File: src/rtl/xy_chan_pkg.sv
package xy_chan_pkg;
  localparam int NUM_DIRS = 5;
  localparam int DIR_N = 0;
  localparam int DIR_E = 1;
  localparam int DIR_S = 2;
  localparam int DIR_W = 3;
  localparam int DIR_L = 4;

  typedef logic [NUM_DIRS-1:0] dir_vec_t;

  typedef enum logic [2:0] {
    ST_IDLE,
    ST_RECV,
    ST_ROUTE,
    ST_REQ,
    ST_FWD
  } ch_state_e;
endpackage

File: src/rtl/xy_chan_fifo.sv
module xy_chan_fifo #(
  parameter int WIDTH = 8,
  parameter int DEPTH = 16
) (
  input  logic             clk_i,
  input  logic             rst_ni,
  input  logic             wr_en_i,
  input  logic [WIDTH-1:0] wr_data_i,
  input  logic             rd_en_i,
  output logic [WIDTH-1:0] rd_data_o,
  output logic             full_o,
  output logic             empty_o
);
  // DEPTH must be a power of two; the pointers carry one wrap bit.
  localparam int AW = $clog2(DEPTH);

  logic [WIDTH-1:0] mem [DEPTH];
  logic [AW:0]      wr_ptr, rd_ptr;
  logic             wr_ok, rd_ok;

  assign full_o  = (wr_ptr[AW] != rd_ptr[AW]) && (wr_ptr[AW-1:0] == rd_ptr[AW-1:0]);
  assign empty_o = (wr_ptr == rd_ptr);
  assign wr_ok   = wr_en_i && !full_o;
  assign rd_ok   = rd_en_i && !empty_o;

  always_ff @(posedge clk_i or negedge rst_ni) begin
    if (!rst_ni) begin
      wr_ptr <= '0;
      rd_ptr <= '0;
    end else begin
      if (wr_ok) wr_ptr <= wr_ptr + 1'b1;
      if (rd_ok) rd_ptr <= rd_ptr + 1'b1;
    end
  end

  always_ff @(posedge clk_i) begin
    if (wr_ok) mem[wr_ptr[AW-1:0]] <= wr_data_i;
  end

  // show-ahead: head entry is always visible
  assign rd_data_o = mem[rd_ptr[AW-1:0]];
endmodule

File: src/rtl/xy_chan_route.sv
module xy_chan_route
  import xy_chan_pkg::*;
#(
  parameter int COORD_W = 4
) (
  input  logic [2*COORD_W-1:0] header_i,
  input  logic [COORD_W-1:0]   local_x_i,
  input  logic [COORD_W-1:0]   local_y_i,
  output dir_vec_t             dir_o
);
  logic [COORD_W-1:0] dst_x, dst_y;

  assign dst_x = header_i[2*COORD_W-1:COORD_W];
  assign dst_y = header_i[COORD_W-1:0];

  always_comb begin
    dir_o = '0;
    if (dst_x > local_x_i)      dir_o[DIR_E] = 1'b1;
    else if (dst_x < local_x_i) dir_o[DIR_W] = 1'b1;
    else if (dst_y > local_y_i) dir_o[DIR_N] = 1'b1;
    else if (dst_y < local_y_i) dir_o[DIR_S] = 1'b1;
    else                        dir_o[DIR_L] = 1'b1;
  end
endmodule

File: src/rtl/xy_chan_fsm.sv
module xy_chan_fsm
  import xy_chan_pkg::*;
(
  input  logic     clk_i,
  input  logic     rst_ni,
  input  logic     in_req_i,
  input  logic     fifo_full_i,
  input  logic     fifo_empty_i,
  input  logic     out_gnt_i,
  input  dir_vec_t route_dir_i,
  output logic     in_ack_o,
  output logic     wr_en_o,
  output logic     rd_en_o,
  output dir_vec_t out_req_o,
  output logic     out_valid_o
);
  ch_state_e state_q, state_d;
  dir_vec_t  dir_q;

  always_comb begin
    state_d = state_q;
    unique case (state_q)
      ST_IDLE:  if (in_req_i && !fifo_full_i) state_d = ST_RECV;
      ST_RECV:  if (!in_req_i) state_d = fifo_empty_i ? ST_IDLE : ST_ROUTE;
      ST_ROUTE: state_d = ST_REQ;
      ST_REQ:   if (out_gnt_i) state_d = ST_FWD;
      ST_FWD:   if (fifo_empty_i) state_d = ST_IDLE;
      default:  state_d = ST_IDLE;
    endcase
  end

  always_ff @(posedge clk_i or negedge rst_ni) begin
    if (!rst_ni) begin
      state_q <= ST_IDLE;
      dir_q   <= '0;
    end else begin
      state_q <= state_d;
      if (state_q == ST_ROUTE) dir_q <= route_dir_i;
    end
  end

  assign in_ack_o    = (state_q == ST_RECV) && !fifo_full_i;
  assign wr_en_o     = in_req_i && in_ack_o;
  assign rd_en_o     = (state_q == ST_FWD);
  assign out_valid_o = (state_q == ST_FWD) && !fifo_empty_i;
  assign out_req_o   = (state_q == ST_REQ) ? dir_q : '0;
endmodule

File: src/rtl/xy_input_channel.sv
module xy_input_channel
  import xy_chan_pkg::*;
#(
  parameter int COORD_W = 4,
  parameter int DEPTH   = 16
) (
  input  logic                   clk_i,
  input  logic                   rst_ni,
  input  logic [COORD_W-1:0]     local_x_i,
  input  logic [COORD_W-1:0]     local_y_i,
  input  logic                   in_req_i,
  input  logic [2*COORD_W-1:0]   in_data_i,
  output logic                   in_ack_o,
  output logic [NUM_DIRS-1:0]    out_req_o,
  input  logic                   out_gnt_i,
  output logic [2*COORD_W-1:0]   out_data_o,
  output logic                   out_valid_o,
  output logic                   empty_o
);
  localparam int DATA_W = 2 * COORD_W;

  logic              fifo_wr, fifo_rd, fifo_full, fifo_empty;
  logic [DATA_W-1:0] head;
  dir_vec_t          route_dir;

  xy_chan_fifo #(.WIDTH(DATA_W), .DEPTH(DEPTH)) u_fifo (
    .clk_i     (clk_i),
    .rst_ni    (rst_ni),
    .wr_en_i   (fifo_wr),
    .wr_data_i (in_data_i),
    .rd_en_i   (fifo_rd),
    .rd_data_o (head),
    .full_o    (fifo_full),
    .empty_o   (fifo_empty)
  );

  xy_chan_route #(.COORD_W(COORD_W)) u_route (
    .header_i  (head),
    .local_x_i (local_x_i),
    .local_y_i (local_y_i),
    .dir_o     (route_dir)
  );

  xy_chan_fsm u_fsm (
    .clk_i        (clk_i),
    .rst_ni       (rst_ni),
    .in_req_i     (in_req_i),
    .fifo_full_i  (fifo_full),
    .fifo_empty_i (fifo_empty),
    .out_gnt_i    (out_gnt_i),
    .route_dir_i  (route_dir),
    .in_ack_o     (in_ack_o),
    .wr_en_o      (fifo_wr),
    .rd_en_o      (fifo_rd),
    .out_req_o    (out_req_o),
    .out_valid_o  (out_valid_o)
  );

  assign out_data_o = head;
  assign empty_o    = fifo_empty;
endmodule

File: config.mk
export PLATFORM = sky130hd
export DESIGN_NAME = xy_input_channel
export DESIGN_NICKNAME = d
export VERILOG_FILES = /design/src/rtl/xy_chan_pkg.sv /design/src/rtl/xy_chan_fifo.sv /design/src/rtl/xy_chan_route.sv /design/src/rtl/xy_chan_fsm.sv /design/src/rtl/xy_input_channel.sv
export SDC_FILE = /design/constraint.sdc
export NUM_CORES = 1
export LEC_CHECK = 0
export ABC_CLOCK_PERIOD_IN_PS = 7400
export BUFFER_PORTS_ARGS = -buffer_cell sky130_fd_sc_hd__clkbuf_2
export CELL_PAD_IN_SITES_DETAIL_PLACEMENT = 2
export CELL_PAD_IN_SITES_GLOBAL_PLACEMENT = 2
export CORE_ASPECT_RATIO = 1.4
export CORE_MARGIN = 4
export CORE_UTILIZATION = 50
export CTS_CLUSTER_SIZE = 12
export DETAILED_ROUTE_END_ITERATION = 16
export PLACE_DENSITY = 0.85
export REMOVE_ABC_BUFFERS = 1
export SYNTH_ARGS = -nofsm -noshare
export SYNTH_HDL_FRONTEND = slang
export SYNTH_SLANG_ARGS = --single-unit
File: constraint.sdc
create_clock -name clk_i -period 7.4 [get_ports clk_i]
set_input_delay 1.48 -clock clk_i [delete_from_list [all_inputs] [get_ports clk_i]]
set_output_delay 1.48 -clock clk_i [all_outputs]
set_load 0.02 [all_outputs]
==> results of run 1 <==
[worst min path at each step]
stage | from | endpoint | slack [ns] | cells past startpoint
floorplan | u_fsm.dir_q[1] | u_fsm.dir_q[1] | 0.44 | 2
global placement | u_fsm.dir_q[1] | u_fsm.dir_q[1] | 0.45 | 2
detailed placement | u_fsm.dir_q[1] | u_fsm.dir_q[1] | 0.49 | 2
CTS | u_fsm.dir_q[2] | u_fsm.dir_q[2] | 0.51 | 2
global route | u_fsm.dir_q[4] | u_fsm.dir_q[4] | 0.53 | 1
finish | u_fsm.dir_q[2] | u_fsm.dir_q[2] | 0.51 | 2
[flip-flops by register name, summed over array words and instances (netlist names)]
register	flops
u_fifo.mem	128
u_fifo.rd_ptr	5
u_fifo.wr_ptr	5
u_fsm.dir_q	5
u_fsm.state_q	3
[worst max-delay path, stage by stage, from the launching register on]
cell and delay, ns:
dfrtp_2 0.36, buf_4 0.55, mux4_1 0.67, nor2b_1 0.17, a211oi_1 0.34, a21oi_1 0.15
clkbuf_2 0.25
[cells in the mapped netlist (all sizes together), types with 4 or more instances]
master    n  area (µm²)
dfrtp    18         450
buf      13         118
edfxtp  128        3840
nor4b     5        43.8
nand2    15        56.3
a21oi    12        71.3
mux2i     8        80.1
xnor2    11        96.3
mux2      4        45.0
nand4     5        37.5
and2      6        37.5
nor2      7        26.3
a211oi    6        45.0
inv      14        52.6
clkbuf    5        26.3
ha       13         163
mux4     32         754
and3      4        25.0
nor2b     6        37.5
nor3      5        25.0
[per-stage QoR]
| step | std cells | power (mW) | utilization, % | hold WS, ns |
|---|---|---|---|---|
| after global routing | 553 | 2.85 | 58.0 | 0.532 |
| after detailed placement | 521 | 1.87 | 53.4 | 0.487 |
| after floorplan | 327 | 1.58 | - | 0.440 |
| after global placement | 521 | 1.79 | 53.4 | 0.454 |
| after CTS | 553 | 2.75 | 58.0 | 0.510 |
| final | 553 | 2.73 | 58.0 | 0.506 |
[kinds of logic (layout without fill, tap and decap cells)]
| family | after synthesis | count (layout) | share of synthesized area [%] |
|---|---|---|---|
| AO/OA/AOI/OAI | 34 | 34 | 3.90 |
| adder cells (fa/ha/maj) | 13 | 13 | 2.60 |
| buffers and inverters | 33 | 90 | 3.28 |
| flip-flops | 146 | 146 | 68.6 |
| XOR/XNOR | 14 | 14 | 1.96 |
| AND/OR/NAND/NOR | 62 | 62 | 5.67 |
| multiplexers | 44 | 44 | 14.0 |
[metal layers]
layer  global-route usage (%)  share of wire (%)  up-vias
met4                     8.09                2.2        0
met1                     31.3                 40     1837
met3                     6.03                4.0       28
met5                        0                  0        -
met2                     42.8                 53      109
li1                         -                  -     1459
[layout make-up]
| cell class | instances | share of cell area (%) |
|---|---|---|
| flip-flops and latches | 146 | 60.1 |
| clock buffers | 18 | 6.01 |
| well taps | 150 | 2.63 |
| inverters | 14 | 0.735 |
| clock inverters | 14 | 2.00 |
| repair buffers | 44 | 3.40 |
| multi-input cells | 167 | 25.1 |
[placed cells by master (no fill, tap or decap), types with 2 or more instances in the layout]
cell | Yosys | routed
clkinv_4 | 0 | 2
nand3_1 | 3 | 3
inv_1 | 12 | 12
a21oi_1 | 11 | 11
nor2_1 | 7 | 7
o31ai_1 | 3 | 3
and2_1 | 6 | 6
buf_4 | 4 | 9
mux4_1 | 9 | 9
mux2_2 | 4 | 4
mux4_2 | 23 | 23
xnor2_1 | 11 | 11
inv_6 | 0 | 7
nor2b_1 | 6 | 6
dfrtp_1 | 18 | 17
nand4_1 | 4 | 4
nand2_1 | 15 | 15
nor3b_1 | 2 | 2
clkbuf_2 | 0 | 35
nor4b_2 | 0 | 5
o21a_2 | 2 | 2
clkinvlp_4 | 0 | 3
inv_2 | 2 | 2
o21ai_0 | 2 | 2
a21o_1 | 3 | 3
ha_1 | 13 | 13
clkbuf_16 | 0 | 17
mux2i_1 | 8 | 8
edfxtp_1 | 128 | 128
and3_1 | 4 | 4
xor2_1 | 3 | 3
nor3_1 | 5 | 5
a211oi_1 | 6 | 6
[power by group through the flow]
stage	sequential, mW	combinational (mW)	clock (mW)
6_report	1.04	0.843	0.845
5_1_grt	1.05	0.900	0.901
4_1_cts	1.04	0.850	0.859
3_5_place_dp	1.05	0.821	0
3_3_place_gp	1.04	0.751	0
2_1_floorplan	1.09	0.491	0
==> results.md, run 1 <==
* Routed WL per cell at 30.3 µm
* Worst path required time at 5.92 ns
* Max Slew Vio Count at 0
* Final Net Count at 423
* Critical Path End Type: output pin
* Fmax at 226 MHz
* 1st-iter DRT viols at 259
* Average size of a mapped cell at 18.1 µm²
* Synth Flop Type: edfxtp_1
* Register Area at 0.00430 mm²
* Max_slew headroom at 23.2%
* Area grow syn2layout at 14.1%
* Final ANT Viol Nets at 0
* DR vias/cell at 6.21
* Htree depth at 4
* DP Worst Slack at 3.49 ns
* Part of the Yosys area used for sequential elements at 68.6%
* Wirelength, routed at 16800 µm
* Worst reg2reg path depth at 10
* Clk_lat worst skew at 0.43 ns
* Worst-margin pin slew at 1.15 ns
* Ys Warns at 0
* Layout fillers at 1013
* Switching Share at 34.9%
* GRT Overall Usage at 25.1%
* Core Area at 0.0123 mm²
* Largest fanout on the critical path at 36
* Multi-input gate area in the final layout at 0.00180 mm²
* Share of cells above drive strength 1 at 29.0%
* Die area at 0.0144 mm²
* Critical path class: register to output pin
* Power Dens Cells at 382 mW/mm²
* I/O pin count at 36
* Reg2reg start: u_fifo.rd_ptr[0]
* Clk buf depth at 2
* First-pass GRT wire length at 25300 µm
* Comb pwr share at 30.9%
* Reg-to-reg endpoint: u_fsm.dir_q[0]
* Pre-antenna DRT Iters at 4
* Post-synth EDFFs at 128
* Final WS setup at 2.98 ns
* Worst Setup Start Kind: register
* Post-route cell area at 0.00715 mm²
* DRC viols at 0
* Hold Crit Class: register to register
* Internal at 1.78 mW
* Crit. Startpoint: u_fifo.rd_ptr[0]
* Leakage at 2.51 nW
* CTS Buf Count at 17
* Psw at 0.951 mW
* CTS Sinks at 146
* Asr flop ratio synth at 12.3%
* Post-CTS Resized at 0
* Peak supply drop at 0.210 mV
* Vias at 3433
* FF-to-FF setup slack at 3.69 ns
* Inserted Diodes at 0
* Setup TNS at 0 ns
* Hold-fix buffers, CTS at 0
* Unrepaired setup endpoints after global routing: no
* Critical Path Sink: out_data_o[7]
* Final Setup Violations at 0
* #FFs+latches synth at 146
* Clk slew on worst S/H paths at 0.06 ns
* FP Rows at 48
* Final Hold Vio Count at 0
* Final period utilization at 59.7%
* Die Ht at 140 µm
* Setup Fix Bufs, Post-CTS at 0
* Share of total power in the clock network at 31.0%
* Mapped Cells at 346
* Share of power burned in registers at 38.1%
* DP HPWL at 10900 µm
* WP data arrival at 2.94 ns
* Vias in the first global route at 3864
* Initial antenna violation count at 0
* Die width at 103 µm
* RePlAce Congestion at 0.721
* Post-Syn Area at 0.00626 mm²
* IO Port Bufs at 35
* Largest net degree at the start of global routing at 37
* Root Buffer: clkbuf_16
* Starting density of the core at 50.9%
* Period minus WS final at 4.42 ns
* Synth unique cells at 46
* Skew final at 0.0138 ns
* Grt ovf at 0
* Outcome: complete, no violations
* Post-DP Area at 0.00657 mm²
* Max Cap Violations at 0
* TritonCTS clock tree: yes
No activity file was read; power rests on OpenSTA's default activity.
==> run 2, diff against run 1 <==
Settings changed: ABC_AREA set to 1, ABC_CLOCK_PERIOD_IN_PS 7400 to 4000, CORE_UTILIZATION 50 to 37, PLACE_DENSITY 0.85 to 0.75.
Clock period 7.4 ns to 4 ns, I/O delays scaled along.
==> run 2 against run 1 <==
Effect of this change:
- synthesized cell count up 61%
- design area up 2.1%
- via count rose by 29%
- combinational power increased by 140%
- clock power is 94% higher
- total power is 110% higher
- count of clock-buffer cells in the layout down 1
- clock skew down 0.0072 ns
- largest power group is now combinational cells
- area after synthesis increased by 0.92%
==> results.md, run 2 <==
* Worst reg2reg path depth at 13 (+3)
* Leading cell types in the layout, fill and taps excluded: 128 x edfxtp_1, 113 x nor2_1, 74 x o21ai_0, 65 x nand2_1, 35 x clkbuf_2
* Final Hold Vio Count at 0 (unchanged)
* Max FFs per register at 128 (unchanged)
* Final Net Count at 627 (+48%)
* Synth unique cells at 31 (-33%)
* I/O pin count at 36 (unchanged)
* Wirelength, routed at 19200 µm (+15%)
* Leading cell type in the layout, fill and taps excluded: edfxtp_1
* Max Cap Violations at 0 (unchanged)
* Yosys top cell by area: edfxtp_1
* Peak supply drop at 0.388 mV (+85%)
* Most common cell in the netlist: edfxtp_1
* Vias in the first global route at 5034 (+30%)
* Core Area at 0.0167 mm² (+36%)
* Setup Fix Bufs, Post-CTS at 0 (unchanged)
* Post-Syn Area at 0.00632 mm² (+0.92%)
* Setup TNS at 0 ns (unchanged)
* Final Setup Violations at 0 (unchanged)
* Pre-antenna DRT Iters at 4 (unchanged)
* Average size of a mapped cell at 11.3 µm² (-37%)
* Final ANT Viol Nets at 0 (unchanged)
* Area grow syn2layout at 15.4%
* DP HPWL at 13000 µm (+20%)
* Ys Warns at 0 (unchanged)
* Outcome: complete, no violations
* Period minus WS final at 3.53 ns
* Die area at 0.0193 mm² (+34%)
* Reg2reg start: u_fifo.rd_ptr[0]
* Post-synth top cells: 128 x edfxtp_1, 113 x nor2_1, 74 x o21ai_0
* Largest net degree at the start of global routing at 45 (+22%)
* Max Slew Vio Count at 0 (unchanged)
* Reg-to-reg endpoint: u_fsm.dir_q[4]
* Routed WL per cell at 23.7 µm (-22%)
* Register Area at 0.00430 mm² (unchanged)
* Critical Path End Type: output pin
* IO Port Bufs at 35 (unchanged)
* Asr flop ratio synth at 12.3% (unchanged)
* Part of the Yosys area used for sequential elements at 67.9% (-0.62 points)
* Leakage at 2.74 nW (+8.9%)
* Htree depth at 4 (unchanged)
* RePlAce Congestion at 0.796 (+10%)
* Mapped Cells at 557 (+61%)
* Worst Setup Start Kind: register
* Total power at 5.59 mW (+110%)
* CTS Buf Count at 17 (unchanged)
* Worst path required time at 3.20 ns (-2.72 ns)
* Hold-fix buffers, CTS at 0 (unchanged)
* Post-CTS Resized at 0 (unchanged)
* Synth top area share at 60.8% (-0.56 points)
* Unrepaired setup endpoints after global routing: no
* Power Dens Cells at 766 mW/mm² (+100%)
* Largest fanout on the critical path at 44 (+22%)
* Clk buf depth at 2 (unchanged)
* Critical path class: register to output pin
* Starting density of the core at 37.7% (-13 points)
* DR vias/cell at 5.47 (-12%)
* Vias at 4434 (+29%)
* Multi-input gate area in the final layout at 0.00179 mm² (-0.28%)
* Synth Flop Type: edfxtp_1
* FF-to-FF setup slack at 0.91 ns (-2.78 ns)
* Fmax at 283 MHz
* Grt ovf at 0 (unchanged)
* Initial antenna violation count at 0 (unchanged)
* DRC viols at 0 (unchanged)
* Clk_lat worst skew at 0.44 ns (about the same)
* GRT Overall Usage at 21.1% (-4.1 points)
* Inserted Diodes at 0 (unchanged)
* #FFs+latches synth at 146 (unchanged)
* Clk slew on worst S/H paths at 0.06 ns (about the same)
* Final period utilization at 88.3%
* Layout fillers at 1704 (+68%)
* Die Ht at 163 µm (+16%)
* Die width at 118 µm (+15%)
* CTS Sinks at 146 (unchanged)
* TritonCTS clock tree: yes
* Max_slew headroom at 33.5% (+10 points)
* Util after Layout at 43.6% (-14 points)
* Skew final at 0.00656 ns (-0.00721 ns)
* Root Buffer: clkbuf_16
* Post-synth EDFFs at 128 (unchanged)
* Worst-margin pin slew at 0.993 ns (-0.155 ns)
* WP data arrival at 2.73 ns (-0.21 ns)
* 1st-iter DRT viols at 254 (-1.9%)
* First-pass GRT wire length at 29700 µm (+18%)
* Share of cells above drive strength 1 at 14.7% (-14 points)
* Hold Crit Class: input pin to async pin
* FP Rows at 56 (+17%)
* Largest cells by area after synthesis: edfxtp_1 61%, dfrtp_1 7.1%, nor2_1 6.7%
run 2: changes by cell type after synthesis, moves of 10 or more:
cell / delta
o22ai_1: +18
o211ai_1: +12
nand3_1: +21
xnor2_1: -10
inv_1: +19
nor2_1: +106
nand2_1: +50
o21ai_0: +72
mux4_2: -23
run 2: layout make-up:
class / instances / share of cell area [%]
multi-input cells: 353 / 24.5
clock buffers: 17 / 5.83
repair buffers: 41 / 3.02
flip-flops and latches: 146 / 58.9
well taps: 203 / 3.48
clock inverters: 15 / 2.43
inverters: 35 / 1.83
run 2: how the worst max path moves through the flow:
stage	startpoint	to	slack, ns	cells past startpoint
2_1_floorplan	u_fifo.rd_ptr[0]	u_fsm.dir_q[4]	0.45	12
3_3_place_gp	u_fifo.rd_ptr[0]	u_fsm.dir_q[4]	1.04	13
3_5_place_dp	u_fifo.rd_ptr[0]	u_fsm.dir_q[4]	0.89	13
4_1_cts	u_fifo.rd_ptr[0]	out_data_o[1]	0.39	8
5_1_grt	u_fifo.rd_ptr[0]	out_data_o[1]	0.29	8
6_report	u_fifo.rd_ptr[0]	out_data_o[1]	0.47	8
run 2: critical path, stage by stage (launching register included):
cell and delay, ns:
dfrtp_2 0.63, buf_4 0.50, nor2_1 0.13, nor2_1 0.15, o21ai_0 0.13, o211ai_1 0.12, nand3_1 0.20, nand3_1 0.21
clkbuf_2 0.21
run 2: kinds of logic (layout without fill, tap and decap cells):
family          after synthesis  in the layout  share of synthesized area, %
fa+ha+maj                    13             13                          2.57
simple gates                218            218                          14.7
compound gates              116            116                          10.2
flops                       146            146                          67.9
buf+inv                      58            108                          3.74
xor+xnor                      6              6                         0.831
run 2: layer usage:
| layer | track usage (%) | up-vias | routed length, µm |
|---|---|---|---|
| li1 | - | 2027 | - |
| met5 | 0 | - | 0 |
| met1 | 22.8 | 2274 | 7260 |
| met3 | 4.27 | 32 | 741 |
| met4 | 8.65 | 0 | 480 |
| met2 | 39.9 | 101 | 10700 |
run 2: through the flow:
stage | std cells | worst slack, ns | area [µm²] | hold slack, ns
6_report | 810 | 0.468 | 7300 | 0.318
5_1_grt | 810 | 0.285 | 7300 | 0.339
4_1_cts | 810 | 0.390 | 7300 | 0.319
3_5_place_dp | 778 | 0.895 | 6690 | 0.508
3_3_place_gp | 778 | 1.04 | 6690 | 0.502
2_1_floorplan | 534 | 0.454 | 6220 | 0.453
run 2: power breakdown:
part	leakage, nW	internal (mW)	total (mW)	switching (mW)
Clock	0.286	0.984	1.64	0.660
Combinational	1.07	0.582	2.03	1.45
Sequential	1.38	1.78	1.92	0.134
Total	2.74	3.35	5.59	2.24
==> run 3, diff against run 2 <==
Settings changed: ABC_CLOCK_PERIOD_IN_PS 4000 to 3800, CORE_UTILIZATION 37 to 41, MAX_ROUTING_LAYER set to met4, PLACE_DENSITY 0.75 to 0.79.
Clock period 4 ns to 3.8 ns, I/O delays scaled along.
==> run 3 against run 2 <==
Effect of this change:
- highest routed layer unchanged
- design area is 0.21% higher
- non-clock buffer count is 10 higher
- register-to-register slack worse by 0.11 ns
- clock power is 2% lower
==> results.md, run 3 (synthesized netlist as in run 2, its figures left out) <==
* RePlAce Congestion at 0.841 (+5.6%)
* Critical path class: register to output pin
* Hold WS at 0.283 ns (-0.0348 ns)
* Wirelength, routed at 20300 µm (+5.6%)
* FF-to-FF setup slack at 0.80 ns (-0.11 ns)
* Final ANT Viol Nets at 0 (unchanged)
* Skew final at 0.0168 ns (+0.0102 ns)
* Comb pwr share at 38.7% (+2.4 points)
* Fmax at 310 MHz
* Worst path required time at 3.04 ns (-0.16 ns)
* Outcome: complete, no violations
* Worst path slowest cell: dfrtp_2
* TritonCTS clock tree: yes
* Area grow syn2layout at 15.7%
* Routed WL per cell at 25.1 µm (+5.7%)
* WP buf/inv at 3 (+1)
* Peak supply drop at 0.321 mV (-17%)
* 1st-iter DRT viols at 322 (+27%)
* Clk buf depth at 2 (unchanged)
* Post-CTS Resized at 0 (unchanged)
* Root Buffer: clkbuf_16
* Htree depth at 4 (unchanged)
* GRT Overall Usage at 24.6% (+3.6 points)
* Max Slew Vio Count at 0 (unchanged)
* Leading cell type in the layout, fill and taps excluded: edfxtp_1
* Inserted Diodes at 0 (unchanged)
* Setup TNS at 0 ns (unchanged)
* Max FFs per register at 128 (unchanged)
* CTS Buf Count at 17 (unchanged)
* Reg-to-reg endpoint: u_fsm.dir_q[4]
* Reg2reg start: u_fifo.rd_ptr[0]
* Die area at 0.0175 mm² (-9.2%)
* Max_slew headroom at 27.6% (-5.9 points)
* Clk slew on worst S/H paths at 0.07 ns (about the same)
* Largest net degree at the start of global routing at 50 (+11%)
* Final Setup Violations at 0 (unchanged)
* Largest fanout on the critical path at 20 (-55%)
* First-pass GRT wire length at 31100 µm (+4.5%)
* Vias in the first global route at 5126 (+1.8%)
* Worst-margin pin slew at 1.08 ns (+0.0882 ns)
* Worst reg2reg path depth at 15 (+2)
* Switching Share at 41.6% (+1.5 points)
* CTS Sinks at 146 (unchanged)
* Leakage at 2.77 nW (+1.2%)
* Hold-fix buffers, CTS at 0 (unchanged)
* DP HPWL at 13600 µm (+4.4%)
* Family with the most delay on the worst path: buffers and inverters
* WP data arrival at 2.46 ns (-0.27 ns)
* Psw at 2.43 mW (+8.5%)
* Power Dens Cells at 800 mW/mm² (+4.4%)
* I/O pin count at 36 (unchanged)
* Leading cell types in the layout, fill and taps excluded: 128 x edfxtp_1, 113 x nor2_1, 74 x o21ai_0, 65 x nand2_1, 35 x clkbuf_2
* Pre-antenna DRT Iters at 4 (unchanged)
* Starting density of the core at 42.0% (+4.2 points)
* Vias at 4507 (+1.6%)
* Share of power burned in registers at 33.9% (-0.4 points)
* Final period utilization at 84.8%
* Initial antenna violation count at 0 (unchanged)
* Die Ht at 155 µm (-4.8%)
* Internal at 3.42 mW (+2.1%)
* Core Area at 0.0151 mm² (-10%)
* Share of total power in the clock network at 27.4% (-2.0 points)
* Final Net Count at 637 (+1.6%)
* DR vias/cell at 5.57 (+1.8%)
* Critical Path End Type: output pin
* Setup Fix Bufs, Post-CTS at 0 (unchanged)
* Die width at 113 µm (-4.7%)
* Max incr delay on CP at 0.43 ns (-0.20 ns)
* IO Port Bufs at 35 (unchanged)
* Most Frequent Cell on Critical Path: o21ai_0
* Post-DP Area at 0.00676 mm² (+0.92%)
* Hold Crit Class: input pin to async pin
* Share of cells above drive strength 1 at 16.0% (+1.4 points)
* Period minus WS final at 3.22 ns
* Max Cap Violations at 0 (unchanged)
* Worst Setup Start Kind: register
* Grt ovf at 0 (unchanged)
* Unrepaired setup endpoints after global routing: no
* Clk_lat worst skew at 0.43 ns (about the same)
* Post-route cell area at 0.00731 mm² (+0.21%)
* DRC viols at 0 (unchanged)
* Final Hold Vio Count at 0 (unchanged)
* FP Rows at 53 (-5.4%)
* Crit path cell chain: inv_2 -> buf_4 -> nor2_1 -> o21ai_0 -> o21ai_0 -> o21bai_1 -> clkbuf_2
-- run 3: changes by cell type in the layout (fill, tap and decap cells not counted), sizes merged --
cell / delta
bufinv: -2
clkbuf: +1
clkinv: +1
buf: +10
-- run 3: final cells by class --
type                       instances  area, µm²
timing repair buffer              51        295
clock inverter                    14        128
fill                            1490       7740
inverter                          35        134
tap                              192        240
clock buffer                      18        429
sequential                       146       4300
multi-input combinational        353       1790
-- run 3: worst max-delay path by stage --
stage | start | endpoint | slack (ns) | depth (start not counted)
floorplan | u_fifo.rd_ptr[0] | u_fsm.dir_q[4] | 0.25 | 12
global placement | u_fifo.rd_ptr[0] | u_fsm.dir_q[4] | 0.96 | 15
detailed placement | u_fifo.rd_ptr[0] | u_fsm.dir_q[4] | 0.80 | 15
CTS | u_fifo.rd_ptr[0] | out_data_o[2] | 0.55 | 7
global route | u_fifo.rd_ptr[0] | out_data_o[2] | 0.38 | 7
finish | u_fifo.rd_ptr[0] | out_data_o[0] | 0.58 | 7
-- run 3: per-stage QoR --
stage          worst slack [ns]  utilization, %  total power [mW]  instances
2_1_floorplan             0.254               -              3.34        534
3_3_place_gp              0.962            44.9              4.13        777
3_5_place_dp              0.796            44.9              4.26        777
4_1_cts                   0.547            48.6              5.92        809
5_1_grt                   0.382            48.6              6.22        809
6_report                  0.577            48.6              5.85        809
-- run 3: power groups by stage --
stage / Clock, mW / Combinational, mW / Sequential [mW]
final: 1.60 / 2.26 / 1.98
after global routing: 1.72 / 2.51 / 2.00
after CTS: 1.63 / 2.30 / 1.98
after detailed placement: 0 / 2.24 / 2.02
after global placement: 0 / 2.12 / 2.01
after floorplan: 0 / 1.28 / 2.06
-- run 3: layer usage --
layer  global-route usage [%]  vias up  share of wire (%)
li1                         -     2047                  -
met1                     27.4     2295                 38
met2                     43.9      119                 55
met3                     4.94       46                4.3
met4                     8.25        0                3.0
met5                        -        -                  0
